<file path="config.mk">
export PLATFORM = sky130hd
export DESIGN_NAME = sw_standby_mode_sel
export DESIGN_NICKNAME = d
export VERILOG_FILES = /design/src/rtl/sw_sel_pkg.sv /design/src/rtl/sw_sel_sync.sv /design/src/rtl/sw_sel_decode.sv /design/src/rtl/sw_sel_lane.sv /design/src/rtl/sw_standby_mode_sel.sv
export SDC_FILE = /design/constraint.sdc
export NUM_CORES = 1
export LEC_CHECK = 0
export CORE_MARGIN = 3
export CORE_UTILIZATION = 65
export DETAILED_ROUTE_END_ITERATION = 8
export DONT_BUFFER_PORTS = 1
export PLACE_DENSITY = 0.88
export SLEW_MARGIN = 5
export SYNTH_ARGS = -nofsm -noshare
export SYNTH_HDL_FRONTEND = slang
export SYNTH_SLANG_ARGS = --single-unit
</file>
<file path="constraint.sdc">
create_clock -name clk -period 3.4 [get_ports clk]
set_clock_uncertainty 0.2 [all_clocks]
set_input_delay 0.68 -clock clk [delete_from_list [all_inputs] [get_ports clk]]
set_output_delay 0.68 -clock clk [all_outputs]
set_load 0.01 [all_outputs]
</file>
<file path="src/rtl/sw_sel_pkg.sv">
// Package: shared types for the switcher mode selector.
// Assumes: the mode field is two bits wide with the fixed encoding below.
package sw_sel_pkg;

    localparam int MODE_W = 2;

    typedef enum logic [MODE_W-1:0] {
        SWM_OFF     = 2'b00,
        SWM_SYNC    = 2'b01,
        SWM_NONSYNC = 2'b10,
        SWM_LOWPWR  = 2'b11
    } sw_mode_e;

endpackage

</file>
<file path="src/rtl/sw_sel_sync.sv">
// Module: single-bit multi-stage synchronizer for an asynchronous standby pin.
// Assumes: STAGES >= 2; the input is a slow level, so single-bit sync is enough.
module sw_sel_sync #(
    parameter int STAGES = 2
) (
    input  logic clk,
    input  logic rst_n,
    input  logic async_i,
    output logic sync_o
);

    logic [STAGES-1:0] chain_q;

    // Shift the pin level through the flop chain; clear it on reset.
    always_ff @(posedge clk) begin
        if (!rst_n) begin
            chain_q <= '0;
        end else begin
            chain_q <= {chain_q[STAGES-2:0], async_i};
        end
    end

    assign sync_o = chain_q[STAGES-1];

    // the output stage copies the previous stage one edge later.
    p_sync_rise_r8: assert property (@(posedge clk) disable iff (!rst_n)
        chain_q[STAGES-2] |=> sync_o);
    p_sync_fall_r8: assert property (@(posedge clk) disable iff (!rst_n)
        !chain_q[STAGES-2] |=> !sync_o);

endmodule

</file>
<file path="src/rtl/sw_sel_decode.sv">
// Module: combinational mode/voltage decode for one switcher.
// Assumes: fields come from the owning host only; stby_i is already synchronised.
module sw_sel_decode
    import sw_sel_pkg::*;
#(
    parameter int VCODE_W = 4
) (
    input  logic [MODE_W-1:0]  run_mode_i,
    input  logic [MODE_W-1:0]  stby_mode_i,
    input  logic [VCODE_W-1:0] run_vcode_i,
    input  logic [VCODE_W-1:0] stby_vcode_i,
    input  logic               stby_i,
    output logic [MODE_W-1:0]  mode_o,
    output logic [VCODE_W-1:0] vcode_o
);

    sw_mode_e sel_mode;

    // Pick the mode field for the current standby state.
    always_comb begin
        sel_mode = sw_mode_e'(stby_i ? stby_mode_i : run_mode_i);
    end

    // Off forces code zero; otherwise take the code for the current state.
    always_comb begin
        case (sel_mode)
            SWM_OFF: vcode_o = '0;
            default: vcode_o = stby_i ? stby_vcode_i : run_vcode_i;
        endcase
    end

    assign mode_o = sel_mode;

endmodule

</file>
<file path="src/rtl/sw_sel_lane.sv">
// Module: one switcher lane: owner-based bank and pin select, decode, output register.
// Assumes: both standby inputs are synchronised; the owner bit is quasi-static.
module sw_sel_lane
    import sw_sel_pkg::*;
#(
    parameter int VCODE_W = 4
) (
    input  logic               clk,
    input  logic               rst_n,
    input  logic               stby_pri_i,
    input  logic               stby_sec_i,
    input  logic               owner_sec_i,
    input  logic [MODE_W-1:0]  pri_run_mode_i,
    input  logic [MODE_W-1:0]  pri_stby_mode_i,
    input  logic [VCODE_W-1:0] pri_run_vcode_i,
    input  logic [VCODE_W-1:0] pri_stby_vcode_i,
    input  logic [MODE_W-1:0]  sec_run_mode_i,
    input  logic [MODE_W-1:0]  sec_stby_mode_i,
    input  logic [VCODE_W-1:0] sec_run_vcode_i,
    input  logic [VCODE_W-1:0] sec_stby_vcode_i,
    output logic [MODE_W-1:0]  mode_o,
    output logic [VCODE_W-1:0] vcode_o
);

    logic [MODE_W-1:0]  own_run_mode;
    logic [MODE_W-1:0]  own_stby_mode;
    logic [VCODE_W-1:0] own_run_vcode;
    logic [VCODE_W-1:0] own_stby_vcode;
    logic               own_stby;
    logic [MODE_W-1:0]  dec_mode;
    logic [VCODE_W-1:0] dec_vcode;
    logic [MODE_W-1:0]  mode_q;
    logic [VCODE_W-1:0] vcode_q;

    // Exclusive ownership: take the owner's set and the owner's pin, no merging.
    always_comb begin
        if (owner_sec_i) begin
            own_run_mode   = sec_run_mode_i;
            own_stby_mode  = sec_stby_mode_i;
            own_run_vcode  = sec_run_vcode_i;
            own_stby_vcode = sec_stby_vcode_i;
            own_stby       = stby_sec_i;
        end else begin
            own_run_mode   = pri_run_mode_i;
            own_stby_mode  = pri_stby_mode_i;
            own_run_vcode  = pri_run_vcode_i;
            own_stby_vcode = pri_stby_vcode_i;
            own_stby       = stby_pri_i;
        end
    end

    sw_sel_decode #(
        .VCODE_W (VCODE_W)
    ) u_decode (
        .run_mode_i   (own_run_mode),
        .stby_mode_i  (own_stby_mode),
        .run_vcode_i  (own_run_vcode),
        .stby_vcode_i (own_stby_vcode),
        .stby_i       (own_stby),
        .mode_o       (dec_mode),
        .vcode_o      (dec_vcode)
    );

    // Register mode and code together so they always change on the same edge.
    always_ff @(posedge clk) begin
        if (!rst_n) begin
            mode_q  <= SWM_OFF;
            vcode_q <= '0;
        end else begin
            mode_q  <= dec_mode;
            vcode_q <= dec_vcode;
        end
    end

    assign mode_o  = mode_q;
    assign vcode_o = vcode_q;

    // primary owner, pin 1 low -> primary normal mode on the next edge.
    p_pri_run_mode_r2: assert property (@(posedge clk) disable iff (!rst_n)
        (!owner_sec_i && !stby_pri_i) |=> (mode_q == $past(pri_run_mode_i)));
    // secondary owner, pin 2 high -> secondary standby mode.
    p_sec_stby_mode_r3: assert property (@(posedge clk) disable iff (!rst_n)
        (owner_sec_i && stby_sec_i) |=> (mode_q == $past(sec_stby_mode_i)));
    // primary owner, pin 1 low, mode not off -> primary normal code.
    p_pri_run_code_r4: assert property (@(posedge clk) disable iff (!rst_n)
        (!owner_sec_i && !stby_pri_i && (pri_run_mode_i != SWM_OFF))
        |=> (vcode_q == $past(pri_run_vcode_i)));
    // secondary owner, pin 2 high, standby mode not off -> secondary standby code.
    p_sec_stby_code_r4: assert property (@(posedge clk) disable iff (!rst_n)
        (owner_sec_i && stby_sec_i && (sec_stby_mode_i != SWM_OFF))
        |=> (vcode_q == $past(sec_stby_vcode_i)));
    // an off output always carries code zero.
    p_off_zero_r5: assert property (@(posedge clk) disable iff (!rst_n)
        (mode_q == SWM_OFF) |-> (vcode_q == '0));

endmodule

</file>
<file path="src/rtl/sw_standby_mode_sel.sv">
// Module: top of the switcher mode selector. Synchronises both standby pins
// once and feeds them to one lane per switcher.
// Assumes: fields arrive flattened, switcher i in slice [i*W +: W].
module sw_standby_mode_sel
    import sw_sel_pkg::*;
#(
    parameter int NUM_SW      = 2,
    parameter int VCODE_W     = 4,
    parameter int SYNC_STAGES = 2
) (
    input  logic                      clk,
    input  logic                      rst_n,
    input  logic                      stby_pri_i,
    input  logic                      stby_sec_i,
    input  logic [NUM_SW-1:0]         owner_sec_i,
    input  logic [MODE_W*NUM_SW-1:0]  pri_run_mode_i,
    input  logic [MODE_W*NUM_SW-1:0]  pri_stby_mode_i,
    input  logic [VCODE_W*NUM_SW-1:0] pri_run_vcode_i,
    input  logic [VCODE_W*NUM_SW-1:0] pri_stby_vcode_i,
    input  logic [MODE_W*NUM_SW-1:0]  sec_run_mode_i,
    input  logic [MODE_W*NUM_SW-1:0]  sec_stby_mode_i,
    input  logic [VCODE_W*NUM_SW-1:0] sec_run_vcode_i,
    input  logic [VCODE_W*NUM_SW-1:0] sec_stby_vcode_i,
    output logic [MODE_W*NUM_SW-1:0]  sw_mode_o,
    output logic [VCODE_W*NUM_SW-1:0] sw_vcode_o
);

    localparam int NUM_PINS = 2;

    logic [NUM_PINS-1:0] pin_async;
    logic [NUM_PINS-1:0] pin_sync;

    assign pin_async = {stby_sec_i, stby_pri_i};

    // One synchronizer per standby pin, shared by all lanes.
    for (genvar p = 0; p < NUM_PINS; p++) begin : g_pin
        sw_sel_sync #(
            .STAGES (SYNC_STAGES)
        ) u_sync (
            .clk     (clk),
            .rst_n   (rst_n),
            .async_i (pin_async[p]),
            .sync_o  (pin_sync[p])
        );
    end

    // One decode lane per switcher (R9: no cross-lane terms).
    for (genvar i = 0; i < NUM_SW; i++) begin : g_lane
        sw_sel_lane #(
            .VCODE_W (VCODE_W)
        ) u_lane (
            .clk              (clk),
            .rst_n            (rst_n),
            .stby_pri_i       (pin_sync[0]),
            .stby_sec_i       (pin_sync[1]),
            .owner_sec_i      (owner_sec_i[i]),
            .pri_run_mode_i   (pri_run_mode_i[i*MODE_W +: MODE_W]),
            .pri_stby_mode_i  (pri_stby_mode_i[i*MODE_W +: MODE_W]),
            .pri_run_vcode_i  (pri_run_vcode_i[i*VCODE_W +: VCODE_W]),
            .pri_stby_vcode_i (pri_stby_vcode_i[i*VCODE_W +: VCODE_W]),
            .sec_run_mode_i   (sec_run_mode_i[i*MODE_W +: MODE_W]),
            .sec_stby_mode_i  (sec_stby_mode_i[i*MODE_W +: MODE_W]),
            .sec_run_vcode_i  (sec_run_vcode_i[i*VCODE_W +: VCODE_W]),
            .sec_stby_vcode_i (sec_stby_vcode_i[i*VCODE_W +: VCODE_W]),
            .mode_o           (sw_mode_o[i*MODE_W +: MODE_W]),
            .vcode_o          (sw_vcode_o[i*VCODE_W +: VCODE_W])
        );
    end

    // outputs read off and zero on the edge after reset is sampled.
    p_reset_off_r1: assert property (@(posedge clk)
        !rst_n |=> (sw_mode_o == '0) && (sw_vcode_o == '0));

endmodule

</file>
==> flow_metrics.tcl, run 1 <==
set metrics [dict create \
    crit_slowest_cell "sky130_fd_sc_hd__dfxtp_1" \
    top_level_ports 66 \
    synth_fp_nets 145 \
    clock_sinks 16 \
    drive_above_1_share_pct 26.1 \
    power.ir.vdd_worst_mv 0.332 \
    share_of_the_yosys_chip_area_belonging_to_registers_pct 31.9 \
    path_max_fanout 19 \
    place_worst_setup_slack_ns 1.54 \
    report.final.setup_viol 0 \
    totalWireLength_mm 2.21 \
    cts_tree "yes" \
    switching_share_pct 25.4 \
    netlist_area_um2 1000 \
    share_seq_of_total_power_pct 53.6 \
    post_cts_resized 0 \
    grt_max_degree 20 \
    part_of_the_total_power_dissipated_in_combinational_logic_pct 15.0 \
    vias_per_cell 7.05 \
    hold_class "flop to flop" \
    post_synth_edffs 0 \
    cts.htree.levels 1 \
    yosys_most_used_dff "sky130_fd_sc_hd__dfxtp_1" \
    synthesis.yosys.warnings 0 \
    cts_inserted_buffers 3 \
    multi_input_area_um2 613 \
    report.final.slew_viol_count 0 \
    die-height_um 45.3 \
    layout_min_cycle_time_ns 1.88 \
    count_of_inserted_antenna_diode_cells 0 \
    grt_pass1_vias 756 \
    effective_utilization_at_floorplan_pct 73.4 \
    fillerInstances 108 \
    setup_slack_ns 1.52 \
    fp.dieArea_um2 2050 \
    final-seq-area_um2 320 \
    drt_drc_violations_left 0 \
    drtIter0Drc 9 \
    dp.final_hpwl_mm 1.73 \
    total_leakage_power_nw 0.330 \
    syn_inst 91 \
    drtPass1Iterations 5 \
    root_buffer "sky130_fd_sc_hd__clkbuf_4" \
    cts_max_path_buffers 2 \
    cell_internal_pwr_mw 0.301 \
    std_cell_rows 13 \
    path_cells "inv_2 > o31a_1 > a211oi_2" \
    track_usage_pct 21.8 \
    synth-seq-cells 16 \
    coreArea_um2 1370 \
    initial_antenna_violation_count 0 \
    wire_length_of_the_first_global_routing_pass_mm 3.18 \
    worst-slew-pin-transition_ns 0.857 \
    final_nets 143 \
    ant_nets 0 \
    switching_power_mw 0.103 \
    rsz_0062_raised_after_global_routing "no" \
    arrival_ns 1.88 \
    post_cts.repair.setup_buffers 0 \
    timing.critical_path.required_ns 3.41 \
    worstHoldStart "g_pin[1].u_sync.chain_q[0]" \
    synth_async_sr_flop_share_pct 0 \
    grt_overflow 0 \
    finalCritPeriodShare_pct 55.2 \
    timing.setup.critical_path_class "flop to flop" \
    max_clock_freq_mhz 533 \
    critPathCaptureType "flop" \
    hold_viol 0 \
    power.density_cell_area_nw_per_um2 405 \
    cts.clk_slew.worst_paths_ns 0.10 \
    io_buffers 0 \
    syn_area_per_cell_um2 11.0 \
    drv.max_cap_violation_count 0 \
    worstReg2RegStart "g_pin[0].u_sync.chain_q[1]" \
    worst_relative_slew_slack_pct 42.8 \
    cpPeakStageDelay_ns 0.89 \
    hold_depth 1 \
    setup_tns_ns 0 \
    routed_wire_length_per_instance_um 21.4 \
    pwr-share-clk_pct 31.4 \
    vias 726 \
    post_synth_num_cell_types 19 \
    routabilityCongestion 0.698 \
    critical_path.startpoint "g_pin[0].u_sync.chain_q[1]" \
    clkLatencyLatePin_ns 0.28 \
    worst_setup_path_start_kind "flop" \
    flow.area_growth_from_synthesis_pct -0.748 \
    status "finished clean" \
    horizontal_die_dimension_um 45.3 \
    worstRegToRegCells 3 \
    postCtsHoldBufs 0 \
]
power by group through the flow:
stage | Sequential [mW] | Combinational [mW] | Clock [mW]
2_1_floorplan | 0.213 | 0.0658 | 0
3_3_place_gp | 0.221 | 0.0579 | 0
3_5_place_dp | 0.221 | 0.0609 | 0
4_1_cts | 0.217 | 0.0608 | 0.128
5_1_grt | 0.218 | 0.0658 | 0.136
6_report | 0.217 | 0.0605 | 0.127
metrics by stage:
| step | instances | utilization [%] | power (mW) | hold slack [ns] | area [um^2] |
|---|---|---|---|---|---|
| floorplan | 91 | - | 0.279 | 0.212 | 1000 |
| detailed placement | 99 | 70.2 | 0.282 | 0.225 | 960 |
| finish | 103 | 72.9 | 0.404 | 0.244 | 996 |
| global placement | 99 | 70.2 | 0.278 | 0.216 | 960 |
| CTS | 103 | 72.9 | 0.406 | 0.247 | 996 |
| global route | 103 | 72.9 | 0.421 | 0.249 | 996 |
Yosys cell counts, types with 2 or more instances:
library cell / n / area [um^2]
sky130_fd_sc_hd__buf_8: 2 / 30.0
sky130_fd_sc_hd__a211oi_1: 8 / 60.1
sky130_fd_sc_hd__mux2i_1: 20 / 200
sky130_fd_sc_hd__o31a_1: 2 / 17.5
sky130_fd_sc_hd__buf_2: 2 / 10.0
sky130_fd_sc_hd__dfxtp_1: 16 / 320
sky130_fd_sc_hd__nor2b_1: 4 / 25.0
sky130_fd_sc_hd__o211ai_1: 2 / 15.0
sky130_fd_sc_hd__o32a_4: 2 / 45.0
sky130_fd_sc_hd__mux2_2: 8 / 90.1
sky130_fd_sc_hd__nand2b_1: 2 / 12.5
sky130_fd_sc_hd__a211oi_2: 8 / 100
sky130_fd_sc_hd__and2_1: 4 / 25.0
sky130_fd_sc_hd__nor2_1: 6 / 22.5
critical path, delay by kind of cell (launching register included):
kind | cells | cell delay, ns
AO/OA/AOI/OAI | 2 | 0.63
buffers and inverters | 1 | 0.08
flip-flops | 1 | 0.89
cell usage in the layout, fill, tap and decap left out, types with 2 or more instances in the layout:
cell type	count
sky130_fd_sc_hd__mux2_2	8
sky130_fd_sc_hd__and2_1	4
sky130_fd_sc_hd__a211oi_1	8
sky130_fd_sc_hd__clkbuf_4	3
sky130_fd_sc_hd__nor2_1	6
sky130_fd_sc_hd__nand2b_1	2
sky130_fd_sc_hd__nor2b_1	4
sky130_fd_sc_hd__o31a_1	2
sky130_fd_sc_hd__o211ai_1	2
sky130_fd_sc_hd__a211oi_2	8
sky130_fd_sc_hd__mux2i_1	20
sky130_fd_sc_hd__o32a_4	2
sky130_fd_sc_hd__dfxtp_1	16
registers in the layout, summed over array words and instances, names as in the netlist:
register	cells
g_lane.u_lane.mode_o	4
g_pin.u_sync.chain_q	4
g_lane.u_lane.vcode_o	8
worst paths after layout:
path	slack, ns	to
worst max register to register	1.52	g_lane[0].u_lane.vcode_o[2]
worst min-delay path	0.24	g_pin[1].u_sync.chain_q[1]
worst max-delay path	1.52	g_lane[0].u_lane.vcode_o[2]
worst min register to register	0.24	g_pin[1].u_sync.chain_q[1]
kinds of logic (layout without fill, tap and decap cells):
| kind of cell | Yosys count | in the layout | synth area share [%] |
|---|---|---|---|
| DFF | 16 | 16 | 31.9 |
| muxes | 28 | 28 | 28.9 |
| AOI/OAI and AO/OA | 22 | 22 | 23.7 |
| buffers and inverters | 9 | 6 | 6.98 |
| and+or+nand+nor | 16 | 16 | 8.48 |
layout make-up:
class | count | share of cell area, %
tap | 15 | 1.88
multi-input combinational | 66 | 61.6
clock buffer | 4 | 3.64
sequential | 16 | 32.2
inverter | 2 | 0.754
per-layer routing:
metal  vias to the layer above  track usage (%)  wire length, um
met5                         -                0                0
met4                         0             5.26               11
met3                         4             7.57              222
met2                        44             42.4             1200
met1                       344             21.6              775
li1                        334                -                -
Note: power is estimated with default switching activity, not from simulation.
==> run 2: changes to the inputs <==
ABC_AREA = 1   (was unset)
CORE_UTILIZATION = 60   (was 65)
PLACE_DENSITY = 0.83   (was 0.88)
clock period = 2 ns   (was 3.4 ns; I/O delays follow)
==> flow_metrics.tcl, run 2 <==
set metrics [dict create \
    yosysTopAreaCellShare_pct 44.7 \
    worstReg2RegStart "g_pin[0].u_sync.chain_q[1]" \
    final_nets 234 \
    routed_wire_length_per_instance_um 11.2 \
    totalWireLength_mm 2.19 \
    grt_max_degree 16 \
    fp.dieArea_um2 2190 \
    hold_slack_ns 0.0680 \
    drtPass1Iterations 4 \
    worstRegToRegCells 7 \
    timing.setup.critical_path_class "primary input to flop" \
    dp.final_hpwl_mm 1.76 \
    drtIter0Drc 14 \
    synth_fp_nets 231 \
    hold_class "primary input to flop" \
    most_used_cells_in_the_layout_excluding_fill_and_tap_cells "119 x sky130_fd_sc_hd__nand2_1, 18 x sky130_fd_sc_hd__inv_1, 16 x sky130_fd_sc_hd__dfxtp_1, 8 x sky130_fd_sc_hd__nand2_2, 8 x sky130_fd_sc_hd__a21oi_1" \
    worst_setup_path_start_kind "primary input" \
    share_of_the_yosys_chip_area_belonging_to_registers_pct 32.0 \
    max_clock_freq_mhz 607 \
    wire_length_of_the_first_global_routing_pass_mm 3.37 \
    clkLatencyLatePin_ns 0.29 \
    report.final.setup_viol 0 \
    post_synth_num_cell_types 8 \
    effective_utilization_at_floorplan_pct 64.9 \
    r2r-end "g_lane[1].u_lane.vcode_o[2]" \
    setup_tns_ns 0 \
    cts.clk_slew.worst_paths_ns 0.10 \
    synth-seq-cells 16 \
    mostFrequentLayoutCell "sky130_fd_sc_hd__nand2_1" \
    hold-path-endpoint "g_lane[0].u_lane.mode_o[1]" \
    clock_sinks 16 \
    count_of_inserted_antenna_diode_cells 0 \
    cpPeakStageDelay_ns 0.60 \
    grt_pass1_vias 867 \
    path_max_fanout 5 \
    post_synth_edffs 0 \
    met3_wirelength_um 226 \
    syn_area_per_cell_um2 5.65 \
    rsz_0062_raised_after_global_routing "no" \
    drt_drc_violations_left 0 \
    die-height_um 46.8 \
    total_leakage_power_nw 0.648 \
    power.ir.vdd_worst_mv 0.456 \
    post_cts.repair.setup_buffers 0 \
    postLayoutCoreUtil_pct 66.8 \
    hold_viol 0 \
    netlist_area_um2 1000 \
    setup.reg_to_reg.worst_slack_ns 0.71 \
    report.final.slew_viol_count 0 \
    arrival_ns 1.65 \
    flow.area_growth_from_synthesis_pct 3.00 \
    coreArea_um2 1540 \
    synthesis.yosys.warnings 0 \
    largest_reg_flops 8 \
    worstHoldStart "rst_n" \
    timing.critical_path.required_ns 2.01 \
    routabilityCongestion 0.821 \
    vias_per_cell 5.10 \
    crit_slowest_cell "sky130_fd_sc_hd__dlygate4sd3_1" \
    top_level_ports 66 \
    wl_met1_um 860 \
    path_cells "dlygate4sd3_1 > nand2_1 > dlygate4sd3_1 > inv_1" \
    worst-slew-pin-transition_ns 0.212 \
    root_buffer "sky130_fd_sc_hd__clkbuf_4" \
    netlist_top_cells_area "sky130_fd_sc_hd__nand2_1 45%, sky130_fd_sc_hd__dfxtp_1 32%, sky130_fd_sc_hd__inv_1 6.8%" \
    yosys.area.top_type "sky130_fd_sc_hd__nand2_1" \
    ant_nets 0 \
    critPathCaptureType "flop" \
    grt_overflow 0 \
    vias 995 \
    drive_above_1_share_pct 8.38 \
    std_cell_rows 14 \
    initial_antenna_violation_count 0 \
    hold_depth 2 \
    cts.htree.levels 1 \
    power.density_cell_area_nw_per_um2 668 \
    io_buffers 0 \
    status "finished clean" \
    horizontal_die_dimension_um 46.8 \
    cts_max_path_buffers 2 \
    synth.cells.most_frequent "119 x sky130_fd_sc_hd__nand2_1, 18 x sky130_fd_sc_hd__inv_1, 16 x sky130_fd_sc_hd__dfxtp_1, 8 x sky130_fd_sc_hd__a21oi_1, 8 x sky130_fd_sc_hd__nand2_2" \
    cts_inserted_buffers 3 \
    track_usage_pct 21.9 \
    yosys_most_used_dff "sky130_fd_sc_hd__dfxtp_1" \
    route.top_layer_used "met4" \
    finalCritPeriodShare_pct 82.3 \
    drv.max_cap_violation_count 0 \
    syn_inst 177 \
    cts_tree "yes" \
    detailroute.wirelength.met2_mm 1.07 \
    yosysMostFrequentCell "sky130_fd_sc_hd__nand2_1" \
    synth_async_sr_flop_share_pct 0 \
    layout_min_cycle_time_ns 1.65 \
    worst_relative_slew_slack_pct 85.8 \
    report.power.total_mw 0.688 \
    critical-path-top-cell-by-count "sky130_fd_sc_hd__dlygate4sd3_1" \
]
-- run 2: worst max-delay path by stage --
stage / startpoint / to / cells after the start
global route: rst_n / g_pin[0].u_sync.chain_q[0] / 4
CTS: rst_n / g_pin[0].u_sync.chain_q[0] / 4
detailed placement: owner_sec_i[1] / g_lane[1].u_lane.vcode_o[2] / 7
global placement: owner_sec_i[1] / g_lane[1].u_lane.vcode_o[3] / 7
finish: rst_n / g_pin[0].u_sync.chain_q[0] / 4
floorplan: owner_sec_i[1] / g_lane[1].u_lane.vcode_o[0] / 8
-- run 2: where the power goes --
group          internal, mW  switching (mW)  leakage (nW)
clock                 0.111           0.102        0.0210
combinational        0.0467          0.0724         0.495
sequential            0.340          0.0165         0.132
total                 0.497           0.191         0.648
-- run 2: layout make-up --
cell class,count,area [um^2]
tap,16,20.0
inverter,20,75.1
timing repair buffer,3,30.0
fill,135,512
multi-input combinational,136,548
sequential,16,320
clock buffer,4,36.3
-- run 2: worst max-delay path: cells and delay by family --
| family | cells | cell delay, ns |
|---|---|---|
| buffers and inverters | 3 | 1.18 |
| and+or+nand+nor | 1 | 0.08 |
-- run 2: kinds of logic (layout without fill, tap and decap cells) --
logic type             after synthesis  after routing  share of synthesized area (%)
and+or+nand+nor                    128            128                           50.8
buffers and inverters               25             27                           13.1
DFF                                 16             16                           32.0
AOI/OAI and AO/OA                    8              8                           4.01
-- run 2: layer usage --
metal / track usage (%) / vias to the layer above
li1: - / 519
met1: 23.8 / 431
met2: 37.7 / 41
met3: 8.81 / 4
met4: 8.84 / 0
met5: 0 / -
-- run 2: metrics by stage --
step                      worst slack (ns)  instances  cell area, um^2
final                                0.353        195             1030
after global routing                 0.338        195             1030
after CTS                            0.373        195             1030
after detailed placement             0.531        188              963
after global placement               0.582        188              963
after floorplan                      0.777        177             1000
-- run 2: repair_timing --
| item | CTS | global route |
|---|---|---|
| gates resized for setup | 0 | 0 |
| hold buffers | 3 | 0 |
| hold endpoints to repair | 4 | 0 |
==> run 3: changes to the inputs <==
clock period = 1.7 ns   (was 2 ns; I/O delays follow)
==> flow_metrics.tcl, run 3 (same netlist as run 2, synthesis figures left out) <==
set metrics [dict create \
    status "finished clean" \
    cts.clk_slew.worst_paths_ns 0.11 \
    max_clock_freq_mhz 609 \
    grt_overflow 0 \
    grt_pass1_vias 816 \
    rsz_0062_raised_after_global_routing "no" \
    power.ir.vdd_worst_mv 0.404 \
    report.final.setup_viol 0 \
    path_max_fanout 5 \
    most_used_cells_in_the_layout_excluding_fill_and_tap_cells "119 x sky130_fd_sc_hd__nand2_1, 18 x sky130_fd_sc_hd__inv_1, 16 x sky130_fd_sc_hd__dfxtp_1, 8 x sky130_fd_sc_hd__nand2_2, 8 x sky130_fd_sc_hd__a21oi_1" \
    top_level_ports 66 \
    drtIter0Drc 11 \
    flow.area_growth_from_synthesis_pct 3.00 \
    critPathCaptureType "flop" \
    switching_share_pct 28.3 \
    postCtsHoldBufs 3 \
    worst_relative_slew_slack_pct 84.1 \
    cts_max_path_buffers 2 \
    routed_wire_length_per_instance_um 11.4 \
    postLayoutCellArea_um2 1030 \
    std_cell_rows 14 \
    post_cts_resized 0 \
    wire_length_of_the_first_global_routing_pass_mm 3.36 \
    grt_max_degree 16 \
    setup_tns_ns 0 \
    totalWireLength_mm 2.21 \
    final_nets 234 \
    track_usage_pct 21.7 \
    share_seq_of_total_power_pct 51.4 \
    coreArea_um2 1540 \
    drv.max_cap_violation_count 0 \
    clock_sinks 16 \
    horizontal_die_dimension_um 46.8 \
    ant_nets 0 \
    post_cts.repair.setup_buffers 0 \
    count_of_inserted_antenna_diode_cells 0 \
    finalCritPeriodShare_pct 96.7 \
    fp.dieArea_um2 2190 \
    dp.final_hpwl_mm 1.78 \
    timing.critical_path.required_ns 1.75 \
    part_of_the_total_power_dissipated_in_combinational_logic_pct 17.4 \
    switching_power_mw 0.230 \
    routabilityCongestion 0.821 \
    vias 1003 \
    timing.setup.critical_path_class "primary input to flop" \
    initial_antenna_violation_count 0 \
    cts_tree "yes" \
    drive_above_1_share_pct 8.38 \
    hold_viol 0 \
    drt_drc_violations_left 0 \
    pwr-share-clk_pct 31.2 \
    total_leakage_power_nw 0.648 \
    arrival_ns 1.70 \
    die-height_um 46.8 \
    io_buffers 0 \
    clkLatencyLatePin_ns 0.29 \
    cell_area_reported_after_detailed_placement_um2 963 \
    cts.htree.levels 1 \
    root_buffer "sky130_fd_sc_hd__clkbuf_4" \
    worst_setup_path_start_kind "primary input" \
    worst-slew-pin-transition_ns 0.237 \
    largest_reg_flops 8 \
    effective_utilization_at_floorplan_pct 64.9 \
    vias_per_cell 5.14 \
    hold_class "primary input to flop" \
    power.density_cell_area_nw_per_um2 792 \
    mostFrequentLayoutCell "sky130_fd_sc_hd__nand2_1" \
    report.final.slew_viol_count 0 \
    layout_min_cycle_time_ns 1.64 \
    drtPass1Iterations 4 \
    cts_inserted_buffers 3 \
    cell_internal_pwr_mw 0.585 \
]
-- run 3: power groups by stage --
stage | registers (mW) | logic [mW] | clock network [mW]
floorplan | 0.425 | 0.133 | 0
global placement | 0.428 | 0.129 | 0
detailed placement | 0.429 | 0.135 | 0
CTS | 0.420 | 0.142 | 0.255
global route | 0.423 | 0.166 | 0.273
finish | 0.419 | 0.142 | 0.255
-- run 3: stage by stage --
stage          util [%]  total power [mW]  setup WS [ns]  std cells  hold slack, ns
6_report           66.8             0.816         0.0568        195         0.00445
5_1_grt            66.8             0.863         0.0416        195         0.00583
4_1_cts            66.8             0.818         0.0814        195         0.00316
3_5_place_dp       62.5             0.564          0.296        188           0.199
3_3_place_gp       62.5             0.557          0.342        188           0.195
2_1_floorplan         -             0.558          0.537        177           0.190
-- run 3: area by class of cell --
| cell class | count | area (um^2) |
|---|---|---|
| flip-flops and latches | 16 | 320 |
| well taps | 16 | 20.0 |
| clock buffers | 4 | 36.3 |
| multi-input cells | 136 | 548 |
| repair buffers | 3 | 30.0 |
| inverters | 20 | 75.1 |
| fillers | 140 | 512 |
-- run 3: final timing paths --
path                         startpoint                          end  slack [ns]  cells past startpoint
min reg2reg  g_pin[0].u_sync.chain_q[0]   g_pin[0].u_sync.chain_q[1]        0.22                      2
min                               rst_n   g_lane[1].u_lane.mode_o[0]       0.004                      2
max reg2reg  g_pin[1].u_sync.chain_q[1]  g_lane[1].u_lane.vcode_o[2]        0.42                      7
max                               rst_n   g_pin[0].u_sync.chain_q[0]        0.06                      4
-- run 3: layer usage --
metal	wire [um]	track usage, %	share of wire, %	vias up
met5	0	0	0	-
met4	13	6.63	0.59	0
met3	253	9.58	11	2
met2	1100	37.1	50	49
met1	851	24.2	38	433
li1	-	-	-	519
-- run 3: worst max-delay path, cell delays in order --
cell                            delay [ns]
sky130_fd_sc_hd__dlygate4sd3_1        0.66
sky130_fd_sc_hd__nand2_1              0.08
sky130_fd_sc_hd__dlygate4sd3_1        0.56
sky130_fd_sc_hd__inv_1                0.05
